$ cat src/rtl/rcc_pkg.sv
`timescale 1ns/1ps
package rcc_pkg;
  // Strobes from control to the synchronizer datapath (1 = hold in reset)
  typedef struct packed {
    logic lcHold;
    logic sysHold;
  } treeStrobe_t;
endpackage

$ cat src/rtl/rcc_sync_cell.sv
`timescale 1ns/1ps
module rcc_sync_cell #(
  parameter int STAGES = 2
) (
  input  logic clk,
  input  logic clrN,
  output logic rstOutN
);
  logic [STAGES-1:0] stages;

  always_ff @(posedge clk or negedge clrN) begin
    if (!clrN) stages <= '0;
    else       stages <= {stages[STAGES-2:0], 1'b1};
  end

  assign rstOutN = stages[STAGES-1];
endmodule

$ cat src/rtl/rcc_ctrl.sv
`timescale 1ns/1ps
module rcc_ctrl
  import rcc_pkg::*;
#(
  parameter int NUM_DOMAINS = 3,
  parameter int NUM_MODULES = 2,
  parameter int NUM_PERIPH  = 3
) (
  input  logic                   clk,
  input  logic                   porN,
  input  logic [NUM_PERIPH-1:0]  periphReq,
  input  logic                   pwrLcReq,
  input  logic                   ndmReq,
  input  logic                   pwrSysReq,
  input  logic [NUM_DOMAINS-2:0] domainOn,
  input  logic                   swWrEn,
  input  logic [NUM_MODULES-1:0] swWrData,
  input  logic                   sysLeafN,
  output treeStrobe_t            strobe,
  output logic [NUM_DOMAINS-1:0] domOff,
  output logic [NUM_MODULES-1:0] modHold,
  output logic [NUM_MODULES-1:0] swCtrlQ
);
  logic lcCause;
  logic sysCause;

  // Cascade: life-cycle from root and peripherals, system adds debug causes
  always_comb begin
    lcCause  = !porN || (|periphReq) || pwrLcReq;
    sysCause = lcCause || ndmReq || pwrSysReq;
  end

  assign strobe.lcHold  = lcCause;
  assign strobe.sysHold = sysCause;

  // Domain 0 is always on; others are forced off by their enable
  assign domOff[0] = 1'b0;
  for (genvar d = 1; d < NUM_DOMAINS; d++) begin : gDomOff
    assign domOff[d] = !domainOn[d-1];
  end

  // Software hold register, cleared by the always-on system reset
  always_ff @(posedge clk or negedge sysLeafN) begin
    if (!sysLeafN)   swCtrlQ <= '0;
    else if (swWrEn) swCtrlQ <= swWrData;
  end

  for (genvar m = 0; m < NUM_MODULES; m++) begin : gModHold
    assign modHold[m] = sysCause || swCtrlQ[m];
  end
endmodule

$ cat src/rtl/rcc_datapath.sv
`timescale 1ns/1ps
module rcc_datapath
  import rcc_pkg::*;
#(
  parameter int NUM_DOMAINS = 3,
  parameter int NUM_MODULES = 2,
  parameter int SYNC_STAGES = 2
) (
  input  logic                               clk,
  input  treeStrobe_t                        strobe,
  input  logic [NUM_DOMAINS-1:0]             domOff,
  input  logic [NUM_MODULES-1:0]             modHold,
  output logic [NUM_DOMAINS-1:0]             rstLcN,
  output logic [NUM_DOMAINS-1:0]             rstSysN,
  output logic [NUM_DOMAINS*NUM_MODULES-1:0] rstModN
);
  for (genvar d = 0; d < NUM_DOMAINS; d++) begin : gDom
    logic lcClrN;
    logic sysClrN;
    assign lcClrN  = !(strobe.lcHold  || domOff[d]);
    assign sysClrN = !(strobe.sysHold || domOff[d]);

    rcc_sync_cell #(.STAGES(SYNC_STAGES)) uLc (
      .clk(clk), .clrN(lcClrN), .rstOutN(rstLcN[d]));
    rcc_sync_cell #(.STAGES(SYNC_STAGES)) uSys (
      .clk(clk), .clrN(sysClrN), .rstOutN(rstSysN[d]));

    for (genvar m = 0; m < NUM_MODULES; m++) begin : gMod
      logic modClrN;
      assign modClrN = !(modHold[m] || domOff[d]);
      rcc_sync_cell #(.STAGES(SYNC_STAGES)) uMod (
        .clk(clk), .clrN(modClrN), .rstOutN(rstModN[d*NUM_MODULES+m]));
    end
  end
endmodule

$ cat src/rtl/reset_cascade_ctrl.sv
`timescale 1ns/1ps
module reset_cascade_ctrl
  import rcc_pkg::*;
#(
  parameter int NUM_DOMAINS = 3,
  parameter int NUM_MODULES = 2,
  parameter int NUM_PERIPH  = 3,
  parameter int SYNC_STAGES = 2
) (
  input  logic                               clk,
  input  logic                               porN,
  input  logic [NUM_PERIPH-1:0]              periphReq,
  input  logic                               pwrLcReq,
  input  logic                               ndmReq,
  input  logic                               pwrSysReq,
  input  logic [NUM_DOMAINS-2:0]             domainOn,
  input  logic                               swWrEn,
  input  logic [NUM_MODULES-1:0]             swWrData,
  output logic [NUM_DOMAINS-1:0]             rstLcN,
  output logic [NUM_DOMAINS-1:0]             rstSysN,
  output logic [NUM_DOMAINS*NUM_MODULES-1:0] rstModN,
  output logic                               lcStateN,
  output logic                               sysStateN,
  output logic [NUM_MODULES-1:0]             swCtrlQ
);
  treeStrobe_t            strobe;
  logic [NUM_DOMAINS-1:0] domOff;
  logic [NUM_MODULES-1:0] modHold;

  rcc_ctrl #(
    .NUM_DOMAINS(NUM_DOMAINS), .NUM_MODULES(NUM_MODULES), .NUM_PERIPH(NUM_PERIPH)
  ) uCtrl (
    .clk(clk), .porN(porN), .periphReq(periphReq), .pwrLcReq(pwrLcReq),
    .ndmReq(ndmReq), .pwrSysReq(pwrSysReq), .domainOn(domainOn),
    .swWrEn(swWrEn), .swWrData(swWrData), .sysLeafN(rstSysN[0]),
    .strobe(strobe), .domOff(domOff), .modHold(modHold), .swCtrlQ(swCtrlQ)
  );

  rcc_datapath #(
    .NUM_DOMAINS(NUM_DOMAINS), .NUM_MODULES(NUM_MODULES), .SYNC_STAGES(SYNC_STAGES)
  ) uPath (
    .clk(clk), .strobe(strobe), .domOff(domOff), .modHold(modHold),
    .rstLcN(rstLcN), .rstSysN(rstSysN), .rstModN(rstModN)
  );

  // Always-on tree state reported to the power manager
  assign lcStateN  = rstLcN[0];
  assign sysStateN = rstSysN[0];
endmodule

$ cat config.mk
export PLATFORM = sky130hd
export DESIGN_NAME = reset_cascade_ctrl
export DESIGN_NICKNAME = d
export VERILOG_FILES = /design/src/rtl/rcc_pkg.sv /design/src/rtl/rcc_sync_cell.sv /design/src/rtl/rcc_ctrl.sv /design/src/rtl/rcc_datapath.sv /design/src/rtl/reset_cascade_ctrl.sv
export SDC_FILE = /design/constraint.sdc
export NUM_CORES = 1
export LEC_CHECK = 0
export ABC_AREA = 1
export BUFFER_PORTS_ARGS = -buffer_cell sky130_fd_sc_hd__buf_2
export CAP_MARGIN = 20
export CORE_MARGIN = 4
export CORE_UTILIZATION = 47
export DETAILED_ROUTE_END_ITERATION = 10
export PLACE_DENSITY_LB_ADDON = 0.15
export SLEW_MARGIN = 20
export SYNTH_ARGS = -nofsm -noshare
export SYNTH_HDL_FRONTEND = slang
export SYNTH_SLANG_ARGS = --single-unit
$ cat constraint.sdc
create_clock -name clk -period 0.9 [get_ports clk]
set_clock_uncertainty 0.1 [all_clocks]
set_input_delay 0.18 -clock clk [delete_from_list [all_inputs] [get_ports clk]]
set_output_delay 0.18 -clock clk [all_outputs]
set_load 0.02 [all_outputs]
# Yosys cells after proc, flatten, opt, wreduce, memory -nomap -nowiden

Cells that the tools add are included.

Register bits after elaboration: 26
Input port bits: 13
Output and inout port bits: 16

Reduce and logical (&&, ||, !) cells: 18

Operators by type and width:

| operator           | number |
|---|---|
| logical OR 1 bit   | 14 |
| zero test 1 bit    | 3 |
| OR reduction 3 bit | 1 |

# Logic depth before layout (Yosys ltp)

Depth after elaboration: 7
Depth in mapped cells: 5
Depth with buffers taken out: 5

# Cells and area by module

A second synthesis with hierarchy kept.

Cells, all modules: 73
Area total of the unflattened synthesis: 857.1 um^2

Modules (own cells, without submodules):

| module             | area an instance (um^2) | cells each | instances |
|---|---|---|---|
| rcc_sync_cell      | 53.8                    | 3          | 12 |
| rcc_ctrl           | 151.4                   | 23         | 1 |
| rcc_datapath       | 45.0                    | 12         | 1 |
| reset_cascade_ctrl | 15.0                    | 2          | 1 |

# Least setup slack after synthesis

OpenSTA, ideal clock, no wires.

Path kind: reg2reg
Start point: register, netlist name uCtrl.swCtrlQ[0]
End point: register uCtrl.swCtrlQ[0]
Cell stages (with the launch flop): 2
Period minus slack after synthesis: 964 ps
Library setup time: 125 ps
Slack: -64 ps
Data arrival time: 739 ps
Buffers on the path: 0
Data required time: 675 ps
Cells stage by stage: dfrtp_1 > mux2_2

RTL lines:

| element              | line           | RTL |
|---|---|---|
| to (signal assigned) | rcc_ctrl.sv:45 | `else if (swWrEn) swCtrlQ <= swWrData;` |
| to (decl)            | rcc_ctrl.sv:22 | `output logic [NUM_MODULES-1:0] swCtrlQ` |

# Worst setup path after layout

Start point: register uPath.gDom[0].uSys.stages[1]
End point: output rstSysN[0]

RTL lines:

| element                | line                     | RTL |
|---|---|---|
| from (decl)            | rcc_sync_cell.sv:9       | `logic [STAGES-1:0] stages;` |
| from (signal assigned) | rcc_sync_cell.sv:13      | `else stages <= {stages[STAGES-2:0], 1'b1};` |
| to (decl)              | reset_cascade_ctrl.sv:20 | `output logic [NUM_DOMAINS-1:0] rstSysN,` |

No word-level cell between the ends.

==> results.md <==
- Critical path cell sequence: buf_6
- NumNets Final: 117
- Antenna cells: 0
- Core Rows: 15
- GP Congestion: 0.680
- Critical path capture point type: output pin
- Post-route ant nets: 0
- Mapped Cells: 64
- First-pass GRT wire length: 2.37 mm
- Hold Crit Class: input pin to async pin
- Worst path depth: 1
- Met3 Use GR: 0.0401
- DR vias: 504
- Total buffers and inverters traversed by the critical path: 1
- Largest net degree at the start of global routing: 15
- CP endpoint: rstSysN[0]
- Synth cell types: 11
- GRT busiest layer: met2
- Setup slack at placement: 19.9 ps
- Core box area: 0.00176 sq mm
- Max-slew violations: 0
- Failing checks: hold timing, setup timing
- Slowest cell delay on critical path: 450 ps
- Final Hold Vio Count: 25
- GR Overflow Total: 0
- Most common cell after layout, fill and taps aside: dfrtp_1
- Chip Width: 51.8 microns
- Vias in the first global route: 530
- Highest clock rate: 853 MHz
- Most frequent cells in the layout: 23 x dfrtp_1, 18 x buf_6, 12 x buf_2, 12 x conb_1, 7 x inv_1
- Lkg Pwr: 0.687 nW
- Final setup fails: 18
- Register bit total from synthesis: 26
- WL/cell: 10.7 microns
- Initial drt markers: 6
- Starting Density: 0.511
- Crit path kind: register to output pin
- Setup ws final: -272 ps
- CTS Root Cell: clkbuf_4
- Syn_area_per_cell: 14.1 sq um
- Detail-routed via count per cell: 3.94
- Top Family by Delay on Critical Path: flip-flops
- Worst r2r src: uCtrl.swCtrlQ[1]$_DFFE_PN0P_
- Min Tclk post-route: 1170 ps
- Num ports: 29
- Total CTS buffers: 3
- Final period util: 1.30
- Outcome: finished with violations
- GRT Util Overall: 0.124
- Worst-path clk slew: 130 ps
- DP HPWL: 1.03 mm
- Buffers added on ports: 28
- Max-cap viol count: 0
- Sink Count: 26
- Die H: 51.8 microns
- H-tree depth: 1
- Maximum VDD drop: 1.31 mV
- Crit path launch type: register
- Hold Slack: -158 ps
- Worst r2r dst: uCtrl.swCtrlQ[1]$_DFFE_PN0P_
- Total Power: 2.10 mW
- Share of cells above drive strength 1: 0.505
- Unrepaired setup endpoints after global routing: yes
- Initial antenna violation count: 0
- Worst Path Required: 620 ps
- PwrDens: 1680 mW/mm^2
- Worst Path Max Fanout: 3
- GR Util met2: 0.208
- Crit path arrival time: 890 ps
- Met1 usage: 0.145
- Setup slack, reg-to-reg: -120 ps
- Clock latency on the worst-skew pair: 300 ps
- Die area: 0.00268 sq mm
- FF-to-FF path depth: 2
- Mapped Area: 902 sq um
- CTS max path bufs: 2
- CP Launch Point: uPath.gDom[0].uSys.stages[1]$_DFF_PP0_
- Syn-to-layout area delta: 38.6%
- Final wirelength: 1.37 mm
- CTS tree: yes
- CP max-delay cell: dfrtp_2
- Post-synthesis sequential area ratio: 0.721
- Synth warnings: 0
- Drt drc: 0
- Hold buffers post-CTS: 4
- Drt first pass iters: 4
[logic make-up (layout without fill, tap and decap cells)]
group | Yosys count | count (layout) | share of synthesized area
DFF | 26 | 26 | 0.721
buffers and inverters | 19 | 47 | 0.129
and+or+nand+nor | 16 | 16 | 0.121
muxes | 2 | 2 | 0.0250
other | 1 | 12 | 0.00416
[registers in the layout, indices dropped and copies added, names as in the netlist]
register,flops
uPath.gDom.uLc.stages,6
uCtrl.swCtrlQ,2
uPath.gDom.uSys.stages,6
uPath.gDom.gMod.uMod.stages,12
[metrics by stage]
stage | setup TNS (ps) | util | instances | instance area [sq um]
after floorplan | -70.9 | - | 75 | 947
after global placement | 0 | 0.591 | 118 | 1040
after detailed placement | 0 | 0.591 | 118 | 1040
after CTS | -4150 | 0.709 | 129 | 1250
after global routing | -4460 | 0.709 | 128 | 1250
final | -3840 | 0.709 | 128 | 1250
[synth_stat cells (all sizes together)]
cell type | n | area, sq um
dfrtp | 26 | 651
buf | 12 | 90.1
nor2 | 11 | 63.8
inv | 7 | 26.3
mux2 | 2 | 22.5
nand2 | 2 | 10.0
nand4 | 2 | 25.0
conb | 1 | 3.75
nand3 | 1 | 10.0
[worst min path at each step]
stage | end | slack (ps) | cells past startpoint | from
3_3_place_gp | uCtrl.swCtrlQ[0]$_DFFE_PN0P_ | -60 | 0 | uPath.gDom[0].uSys.stages[1]$_DFF_PP0_
2_1_floorplan | uPath.gDom[1].uLc.stages[0]$_DFF_PP0_ | -100 | 2 | domainOn[0]
5_1_grt | uPath.gDom[0].uSys.stages[1]$_DFF_PP0_ | -140 | 4 | pwrLcReq
6_report | uPath.gDom[0].uSys.stages[1]$_DFF_PP0_ | -160 | 4 | pwrLcReq
4_1_cts | uPath.gDom[2].uSys.stages[0]$_DFF_PP0_ | -100 | 4 | pwrSysReq
3_5_place_dp | uCtrl.swCtrlQ[0]$_DFFE_PN0P_ | -50 | 0 | uPath.gDom[0].uSys.stages[1]$_DFF_PP0_
[layout make-up]
cell class                      instances  area, sq um
Sequential cell                        26          654
Fill cell                             145          514
Timing Repair Buffer                   36          313
Multi-Input combinational cell         30          189
Clock buffer                            4         36.3
Tap cell                               25         31.3
Inverter                                7         26.3
[where the power goes]
part           switching, mW  internal [mW]
sequential            0.0305           1.24
clock                  0.300          0.247
combinational          0.129          0.154
[routing by layer]
| metal | wire length [microns] | part of all wire |
|---|---|---|
| met1 | 542 | 0.40 |
| met2 | 670 | 0.49 |
| met3 | 119 | 0.087 |
| met5 | 0 | 0 |
| met4 | 40 | 0.029 |
[what timing repair did]
item / CTS / global route
hold endpoints to repair: 26 / 22
setup endpoints to repair: 16 / 29
pin swaps: 0 / 2
gates resized for setup: 34 / 5
setup buffers: 3 / 2
[worst reg2reg max path, cell delays in order, from the launching register on]
cell and delay [ps]:
dfrtp_2 440, buf_6 120, mux2_4 260
No activity file was read; power rests on OpenSTA's default activity.
